==> config.mk <==
export PLATFORM = sky130hd
export DESIGN_NAME = coh_bus_hub
export DESIGN_NICKNAME = d
export VERILOG_FILES = /design/src/rtl/coh_bus_pkg.sv /design/src/rtl/coh_bus_ctrl.sv /design/src/rtl/coh_bus_dpath.sv /design/src/rtl/coh_bus_hub.sv
export SDC_FILE = /design/constraint.sdc
export NUM_CORES = 2
export LEC_CHECK = 0
export BUFFER_PORTS_ARGS = -buffer_cell sky130_fd_sc_hd__buf_2
export CORE_UTILIZATION = 45
export DETAILED_ROUTE_END_ITERATION = 8
export PLACE_DENSITY = 0.65
export SLEW_MARGIN = 30
export SYNTH_ARGS = -nofsm -noshare
export SYNTH_HDL_FRONTEND = slang
export SYNTH_SLANG_ARGS = --single-unit
==> constraint.sdc <==
create_clock -name clk -period 6.8 [get_ports clk]
set_clock_uncertainty 0.05 [all_clocks]
set_input_delay 0 -clock clk [delete_from_list [all_inputs] [get_ports clk]]
set_output_delay 0 -clock clk [all_outputs]
set_load 0.05 [all_outputs]
==> src/rtl/coh_bus_pkg.sv <==
package coh_bus_pkg;

  typedef enum logic [1:0] {
    KIND_RD   = 2'd0,
    KIND_RDX  = 2'd1,
    KIND_UPGR = 2'd2,
    KIND_WB   = 2'd3
  } busKind_e;

  typedef enum logic [1:0] {
    ST_IDLE  = 2'd0,
    ST_SNOOP = 2'd1,
    ST_MEMRD = 2'd2,
    ST_RESP  = 2'd3
  } busState_e;

  // control -> datapath strobes
  typedef struct packed {
    logic takeReq;     // latch the winning request
    logic writeWb;     // winning request is a writeback: store it now
    logic collect;     // snoop answers are being gathered
    logic finishSnoop; // last answer arrives this cycle
    logic loadMem;     // memory read latency expires
  } busStrobe_t;

endpackage

==> src/rtl/coh_bus_ctrl.sv <==
module coh_bus_ctrl
  import coh_bus_pkg::*;
#(
  parameter int N      = 4,
  parameter int RD_LAT = 3,
  localparam int IDX_W = (N > 1) ? $clog2(N) : 1,
  localparam int CNT_W = $clog2(RD_LAT + 1)
) (
  input  logic                  clk,
  input  logic                  rstN,
  input  logic [N-1:0]          reqValid,
  input  logic [N-1:0][1:0]     reqKind,
  input  logic [1:0]            curKind,
  input  logic                  allDone,
  input  logic                  anyFlush,
  output logic [N-1:0]          grant,
  output logic [IDX_W-1:0]      winIdx,
  output busStrobe_t            strobe,
  output logic                  snoopActive,
  output logic                  rspActive
);

  busState_e        state;
  logic [CNT_W-1:0] latCnt;
  logic             anyReq;

  // fixed priority: scanning downward leaves the lowest requester
  always_comb begin
    winIdx = '0;
    for (int i = N - 1; i >= 0; i--) begin
      if (reqValid[i]) winIdx = IDX_W'(i);
    end
    anyReq = |reqValid;
  end

  always_comb begin
    strobe.takeReq     = (state == ST_IDLE) && anyReq;
    strobe.writeWb     = strobe.takeReq && (reqKind[winIdx] == KIND_WB);
    strobe.collect     = (state == ST_SNOOP);
    strobe.finishSnoop = strobe.collect && allDone;
    strobe.loadMem     = (state == ST_MEMRD) && (latCnt == CNT_W'(1));
  end

  assign snoopActive = (state == ST_SNOOP);
  assign rspActive   = (state == ST_RESP);

  always_ff @(posedge clk or negedge rstN) begin
    if (!rstN) begin
      state  <= ST_IDLE;
      grant  <= '0;
      latCnt <= '0;
    end else begin
      unique case (state)
        ST_IDLE: begin
          if (anyReq) begin
            grant <= N'(1) << winIdx;
            state <= strobe.writeWb ? ST_RESP : ST_SNOOP;
          end
        end
        ST_SNOOP: begin
          if (allDone) begin
            if ((curKind == KIND_UPGR) || anyFlush) begin
              state <= ST_RESP;
            end else begin
              state  <= ST_MEMRD;
              latCnt <= CNT_W'(RD_LAT);
            end
          end
        end
        ST_MEMRD: begin
          if (latCnt == CNT_W'(1)) state <= ST_RESP;
          else                     latCnt <= latCnt - CNT_W'(1);
        end
        ST_RESP: begin
          state <= ST_IDLE;
          grant <= '0;
        end
        default: state <= ST_IDLE;
      endcase
    end
  end

endmodule

==> src/rtl/coh_bus_dpath.sv <==
module coh_bus_dpath
  import coh_bus_pkg::*;
#(
  parameter int N      = 4,
  parameter int ADDR_W = 8,
  parameter int LINE_W = 32,
  parameter int MIDX_W = 4,
  localparam int IDX_W     = (N > 1) ? $clog2(N) : 1,
  localparam int MEM_LINES = 1 << MIDX_W
) (
  input  logic                       clk,
  input  logic                       rstN,
  input  busStrobe_t                 strobe,
  input  logic [IDX_W-1:0]           winIdx,
  input  logic [N-1:0][1:0]          reqKind,
  input  logic [N-1:0][ADDR_W-1:0]   reqAddr,
  input  logic [N-1:0][LINE_W-1:0]   reqData,
  input  logic [N-1:0]               snpDone,
  input  logic [N-1:0]               snpShared,
  input  logic [N-1:0]               snpFlush,
  input  logic [N-1:0]               snpDirty,
  input  logic [N-1:0][LINE_W-1:0]   snpData,
  output logic [IDX_W-1:0]           curIdx,
  output logic [1:0]                 curKind,
  output logic [ADDR_W-1:0]          curAddr,
  output logic                       allDone,
  output logic                       anyFlush,
  output logic                       rspShared,
  output logic [LINE_W-1:0]          rspData
);

  logic [LINE_W-1:0] memArr [MEM_LINES];

  logic [N-1:0]      doneAcc;
  logic              sharedAcc, flushSeen, dirtyAcc;
  logic [IDX_W-1:0]  selIdx, selIdxNext, newIdx;
  logic [LINE_W-1:0] selData, selDataNext;

  logic [N-1:0] fresh, shNow, flNow, dyNow;
  logic         sharedNext, dirtyNext;
  logic [MIDX_W-1:0] memIdx;

  assign memIdx = curAddr[MIDX_W-1:0];

  // per-cache answer qualification; requester bit is preset in doneAcc
  for (genvar g = 0; g < N; g++) begin : g_ans
    assign fresh[g] = strobe.collect && snpDone[g] && !doneAcc[g];
    assign shNow[g] = fresh[g] && snpShared[g];
    assign flNow[g] = fresh[g] && snpFlush[g];
    assign dyNow[g] = flNow[g] && snpDirty[g];
  end

  assign allDone    = &(doneAcc | fresh);
  assign sharedNext = sharedAcc | (|shNow);
  assign anyFlush   = flushSeen | (|flNow);
  assign dirtyNext  = dirtyAcc | (|dyNow);

  // keep a single candidate line: the lowest flushing index seen so far
  always_comb begin
    newIdx = '0;
    for (int i = N - 1; i >= 0; i--) begin
      if (flNow[i]) newIdx = IDX_W'(i);
    end
    selIdxNext  = selIdx;
    selDataNext = selData;
    if ((|flNow) && (!flushSeen || (newIdx < selIdx))) begin
      selIdxNext  = newIdx;
      selDataNext = snpData[newIdx];
    end
  end

  always_ff @(posedge clk or negedge rstN) begin
    if (!rstN) begin
      curIdx    <= '0;
      curKind   <= KIND_RD;
      curAddr   <= '0;
      doneAcc   <= '0;
      sharedAcc <= 1'b0;
      flushSeen <= 1'b0;
      dirtyAcc  <= 1'b0;
      selIdx    <= '0;
      selData   <= '0;
      rspShared <= 1'b0;
      rspData   <= '0;
      for (int m = 0; m < MEM_LINES; m++) memArr[m] <= '0;
    end else begin
      if (strobe.takeReq) begin
        curIdx    <= winIdx;
        curKind   <= reqKind[winIdx];
        curAddr   <= reqAddr[winIdx];
        doneAcc   <= N'(1) << winIdx;
        sharedAcc <= 1'b0;
        flushSeen <= 1'b0;
        dirtyAcc  <= 1'b0;
        selIdx    <= '0;
        selData   <= '0;
        rspShared <= 1'b0;
      end
      if (strobe.writeWb) begin
        memArr[reqAddr[winIdx][MIDX_W-1:0]] <= reqData[winIdx];
        rspData <= reqData[winIdx];
      end
      if (strobe.collect) begin
        doneAcc   <= doneAcc | fresh;
        sharedAcc <= sharedNext;
        flushSeen <= anyFlush;
        dirtyAcc  <= dirtyNext;
        selIdx    <= selIdxNext;
        selData   <= selDataNext;
      end
      if (strobe.finishSnoop) begin
        rspShared <= sharedNext;
        if (anyFlush && (curKind != KIND_UPGR)) begin
          rspData <= selDataNext;
          if (dirtyNext) memArr[memIdx] <= selDataNext;
        end
      end
      if (strobe.loadMem) rspData <= memArr[memIdx];
    end
  end

endmodule

==> src/rtl/coh_bus_hub.sv <==
module coh_bus_hub
  import coh_bus_pkg::*;
#(
  parameter int N      = 4,
  parameter int ADDR_W = 8,
  parameter int LINE_W = 32,
  parameter int MIDX_W = 4,
  parameter int RD_LAT = 3,
  localparam int IDX_W = (N > 1) ? $clog2(N) : 1
) (
  input  logic                     clk,
  input  logic                     rstN,
  input  logic [N-1:0]             reqValid,
  input  logic [N-1:0][1:0]        reqKind,
  input  logic [N-1:0][ADDR_W-1:0] reqAddr,
  input  logic [N-1:0][LINE_W-1:0] reqData,
  output logic [N-1:0]             grant,
  output logic                     snoopValid,
  output logic [1:0]               snoopKind,
  output logic [ADDR_W-1:0]        snoopAddr,
  output logic [IDX_W-1:0]         snoopSrc,
  input  logic [N-1:0]             snpDone,
  input  logic [N-1:0]             snpShared,
  input  logic [N-1:0]             snpFlush,
  input  logic [N-1:0]             snpDirty,
  input  logic [N-1:0][LINE_W-1:0] snpData,
  output logic                     rspValid,
  output logic                     rspShared,
  output logic [LINE_W-1:0]        rspData
);

  busStrobe_t       strobe;
  logic [IDX_W-1:0] winIdx;
  logic [1:0]       curKind;
  logic             allDone, anyFlush;

  coh_bus_ctrl #(.N(N), .RD_LAT(RD_LAT)) u_ctrl (
    .clk(clk), .rstN(rstN), .reqValid(reqValid), .reqKind(reqKind),
    .curKind(curKind), .allDone(allDone), .anyFlush(anyFlush),
    .grant(grant), .winIdx(winIdx), .strobe(strobe),
    .snoopActive(snoopValid), .rspActive(rspValid)
  );

  coh_bus_dpath #(.N(N), .ADDR_W(ADDR_W), .LINE_W(LINE_W), .MIDX_W(MIDX_W)) u_dpath (
    .clk(clk), .rstN(rstN), .strobe(strobe), .winIdx(winIdx),
    .reqKind(reqKind), .reqAddr(reqAddr), .reqData(reqData),
    .snpDone(snpDone), .snpShared(snpShared), .snpFlush(snpFlush),
    .snpDirty(snpDirty), .snpData(snpData),
    .curIdx(snoopSrc), .curKind(curKind), .curAddr(snoopAddr),
    .allDone(allDone), .anyFlush(anyFlush),
    .rspShared(rspShared), .rspData(rspData)
  );

  assign snoopKind = curKind;

endmodule

==> results.rst <==
.. list-table::
   :header-rows: 1

   * - Metric
     - Value
   * - Most frequent standard cell in the layout excluding fill and tap cells
     - sky130_fd_sc_hd__dfrtp_1
   * - Pre-CTS setup slack
     - ~2000 ps
   * - Quantity of gates resized following cts
     - 0
   * - Proportion of synthesized flip-flops having asynchronous set or reset
     - 1.00
   * - Number of antenna violations at the first check in global routing
     - 1
   * - Reported max-cap violation count
     - 0
   * - GRT Total Usage
     - 0.374
   * - Total routed wirelength
     - between 100 and 150 mm
   * - Worst stage delay on the critical path
     - between 700 and 800 ps
   * - Finish-stage setup viols
     - 0
   * - Number of buffer and inverter stages on the critical path
     - 4
   * - Synthesized area per cell
     - just under 10 µm²
   * - Number of flip-flops and latches in the synthesized netlist
     - 606
   * - Number of placement rows
     - 101
   * - Clock net sink count
     - just over 600
   * - Clock insertion delay at the later pin of the skew report
     - between 600 and 700 ps
   * - Number of buffers inserted during clock tree synthesis
     - ~60
   * - Final clock period utilization by the worst path
     - 0.775
   * - WP depth
     - 14
   * - Endpoints failing hold
     - 0
   * - Class of the tightest hold or removal check
     - input port to flip-flop
   * - Number of detailed-routing iterations run before antenna repair
     - 6
   * - Area fraction of the dominant cell type after synthesis
     - 0.436
   * - Crit path max fanout
     - slightly below 70
   * - Fraction of layout cells with a size suffix above 1
     - 0.215
   * - Data arrival time of the critical path
     - 5730 ps
   * - Primary FF master, synth
     - sky130_fd_sc_hd__dfrtp_1
   * - Max-Slew Margin vs Limit
     - 0.227
   * - Total DRC errors in the routed layout
     - 0
   * - Critical path, cell by cell
     - inv_1, ha_4, nand4b_1, a211oi_1, ha_1, nand2_1, a21oi_1, a21oi_4, buf_12, o211ai_1, dlygate4sd3_1, o211ai_1, a31oi_1, dlygate4sd3_1
   * - Number of buffers on the longest clock path
     - 3
   * - # diodes
     - 0
   * - Start point of the critical path
     - u_ctrl.state[1]
   * - Antenna Nets Post-Route
     - 0
   * - Wire length of the first global-routing pass
     - about 220 mm
   * - Total number of vias
     - approximately 35000
   * - Clock root buffer
     - sky130_fd_sc_hd__clkbuf_16
   * - Top post-synthesis cells by area
     - sky130_fd_sc_hd__dfrtp_1, sky130_fd_sc_hd__mux4_2, sky130_fd_sc_hd__o22ai_1
   * - Sequential area share after synthesis
     - 0.436
   * - Upper clock frequency limit
     - around 190 MHz
   * - DR iter-0 viols
     - approximately 5000
   * - Commonest cells after routing, fill and taps aside
     - sky130_fd_sc_hd__dfrtp_1, sky130_fd_sc_hd__o22ai_1, sky130_fd_sc_hd__o31ai_1
   * - Kind of capture point of the worst setup path
     - flip-flop
   * - Synth Net Count
     - between 3000 and 4000
   * - Maximum vdd ir drop
     - between 300 and 400 µV
   * - DIE HEIGHT
     - between 200 and 300 µm
   * - Overall overflow remaining after global route
     - 0
   * - Maximum number of pins on one net before global-route repair
     - about 150
   * - Footprint of the flip-flops and latches
     - roughly 15000 µm²
   * - Worst Reg2Reg Path Length in Cells
     - 14
   * - Critical path destination
     - u_dpath.rspData[28]
   * - Origin of the critical flop-to-flop path
     - u_ctrl.state[1]
   * - Met3 GRT Util
     - 0.0931
   * - Multi-input combinational cell area
     - roughly 18000 µm²
   * - Routed WL per cell
     - just over 30 µm
   * - Number of nets in the layout
     - between 4000 and 5000
   * - Kind of start point of the critical path
     - flip-flop
   * - TritonCTS clock tree
     - done
   * - Warnings, synthesis
     - 0
   * - Filler Cell Count
     - around 7000
   * - Total die area
     - a little under 80000 µm²
   * - Syn Inst Count
     - about 3600
   * - Die width
     - roughly 280 µm
   * - Worst Tran Pin Value
     - 1160 ps
   * - Unrepaired setup endpoints after global routing
     - false
   * - IO buf count
     - about 370
   * - Number of I/O pins
     - approximately 370
   * - Worst flop-to-flop path endpoint
     - u_dpath.rspData[28]
   * - Global-route track usage on met1
     - 0.504
   * - Leading area contributor after synthesis
     - sky130_fd_sc_hd__dfrtp_1
   * - Post-layout total power
     - roughly 17000 µW
   * - Total half-perimeter wirelength after legalization and detailed placement
     - between 80 and 90 mm
   * - Distinct cell type count of the synthesized netlist
     - 57
   * - Setup slack, reg-to-reg
     - around 1500 ps
   * - Crit Path Class
     - flip-flop to flip-flop
   * - Layout-stage area growth over the synthesis result
     - 17.0%
   * - Critical path's top delay family
     - buffers and inverters
   * - Final GP Congestion
     - 0.904
   * - CTS H-tree lvls
     - 2
   * - Power density over the cells
     - just over 400 nW/µm²
   * - Pins over their slew limit
     - 0
   * - Total Negative Setup Slacks
     - 0 ps
   * - Status
     - finished clean
   * - Post-layout worst setup margin
     - ~1500 ps
   * - Clock slew at reported path FFs
     - about 70 ps
   * - Post-route minimum period
     - 5270 ps
   * - Static leakage power
     - around 0.017 µW
   * - Number of global-route vias before repair
     - between 30000 and 40000
   * - Number of vias per cell
     - between 7 and 8
   * - Worst endpoint required time
     - roughly 7300 ps
   * - Most Crowded Layer GR
     - met2
   * - Core box area
     - 76200 µm²
   * - Cell area after synthesis
     - between 30000 and 40000 µm²
   * - Post-synth EDFFs
     - 0
   * - Critical-path top delay cell
     - sky130_fd_sc_hd__a21oi_4
   * - Routing usage on met2
     - 0.549
   * - Initial standard-cell utilization of the core
     - 0.457
## state kept, by name, summed over array words and instances (netlist names)
name	cells
u_dpath.rspData	32
u_dpath.selData	32
u_dpath.doneAcc	4
u_dpath.curKind	2
u_dpath.selIdx	2
u_dpath.curAddr	8
u_dpath.memArr	512
u_ctrl.grant	4
u_ctrl.state	2
u_dpath.flushSeen	1
u_dpath.rspShared	1
u_dpath.sharedAcc	1
u_ctrl.latCnt	2
u_dpath.dirtyAcc	1
u_dpath.curIdx	2
## power by group
part,switching [µW],leakage [µW],internal [µW]
Clock,1540,0.00100,1970
Combinational,4340,0.00747,2790
Sequential,1030,0.00808,5000
Total,6920,0.0165,9760
## how the worst min path moves through the flow
stage	from	end	slack, ps	cells past startpoint
final	reqData[115]	u_dpath.rspData[19]	20	5
after floorplan	rstN	u_ctrl.grant[0]	-350	0
after detailed placement	rstN	u_dpath.rspData[24]	6	1
after global placement	rstN	u_dpath.rspData[24]	10	1
after global routing	reqData[30]	u_dpath.rspData[30]	50	6
after CTS	reqData[8]	u_dpath.rspData[8]	1	6
## final cells by class
cell class | instances | area share
multi-input combinational | 2512 | 0.444
clock buffer | 89 | 0.0450
inverter | 11 | 0.00101
sequential | 606 | 0.373
timing repair buffer | 603 | 0.101
clock inverter | 20 | 0.00458
tap | 1030 | 0.0316
## repair_timing
action                                 CTS  global route
endpoints found under the hold margin  155             0
hold buffers                           106             0
buffers inserted                         0             0
## through the flow
step / cell area (µm²) / hold WS (ps) / std cells / utilization
global placement: 37400 / 11.4 / 4640 / 0.491
finish: 40700 / 19.1 / 4871 / 0.535
detailed placement: 37500 / 6.15 / 4649 / 0.493
CTS: 40600 / 1.28 / 4864 / 0.533
floorplan: 34800 / -346 / 3588 / -
global route: 40700 / 50.2 / 4871 / 0.535
## worst reg2reg max path: stages, from the launching register on
cell and delay [ps]:
sky130_fd_sc_hd__dfrtp_1 420, sky130_fd_sc_hd__inv_1 130, sky130_fd_sc_hd__ha_4 480, sky130_fd_sc_hd__nand4b_1 280, sky130_fd_sc_hd__a211oi_1 330, sky130_fd_sc_hd__ha_1 290
sky130_fd_sc_hd__nand2_1 100, sky130_fd_sc_hd__a21oi_1 80, sky130_fd_sc_hd__a21oi_4 790, sky130_fd_sc_hd__buf_12 420, sky130_fd_sc_hd__o211ai_1 290, sky130_fd_sc_hd__dlygate4sd3_1 670
sky130_fd_sc_hd__o211ai_1 100, sky130_fd_sc_hd__a31oi_1 100, sky130_fd_sc_hd__dlygate4sd3_1 610
## synth_stat cells, drive strengths merged (37+ instances only)
library cell / number
a21oi: 344
a221oi: 39
a22oi: 37
buf: 116
clkbuf: 343
dfrtp: 606
mux4: 160
nand2: 163
nand3: 37
nand3b: 39
nor2: 309
o211ai: 97
o21ai: 157
o22ai: 514
o31ai: 410
## per-layer routing
layer / part of all wire / vias up
met4: 0.062 / 0
met5: 0 / -
met2: 0.43 / 2629
met3: 0.12 / 527
li1: - / 14600
met1: 0.38 / 17300
## cell families after synthesis
| group | after synthesis | synth area share |
|---|---|---|
| AOI/OAI and AO/OA | 1663 | 0.306 |
| and+or+nand+nor | 647 | 0.0887 |
| DFF | 606 | 0.436 |
| buffers and inverters | 470 | 0.0536 |
| muxes | 196 | 0.114 |
| adders and majority gates | 6 | 0.00216 |
Note: power is estimated with default switching activity, not from simulation.
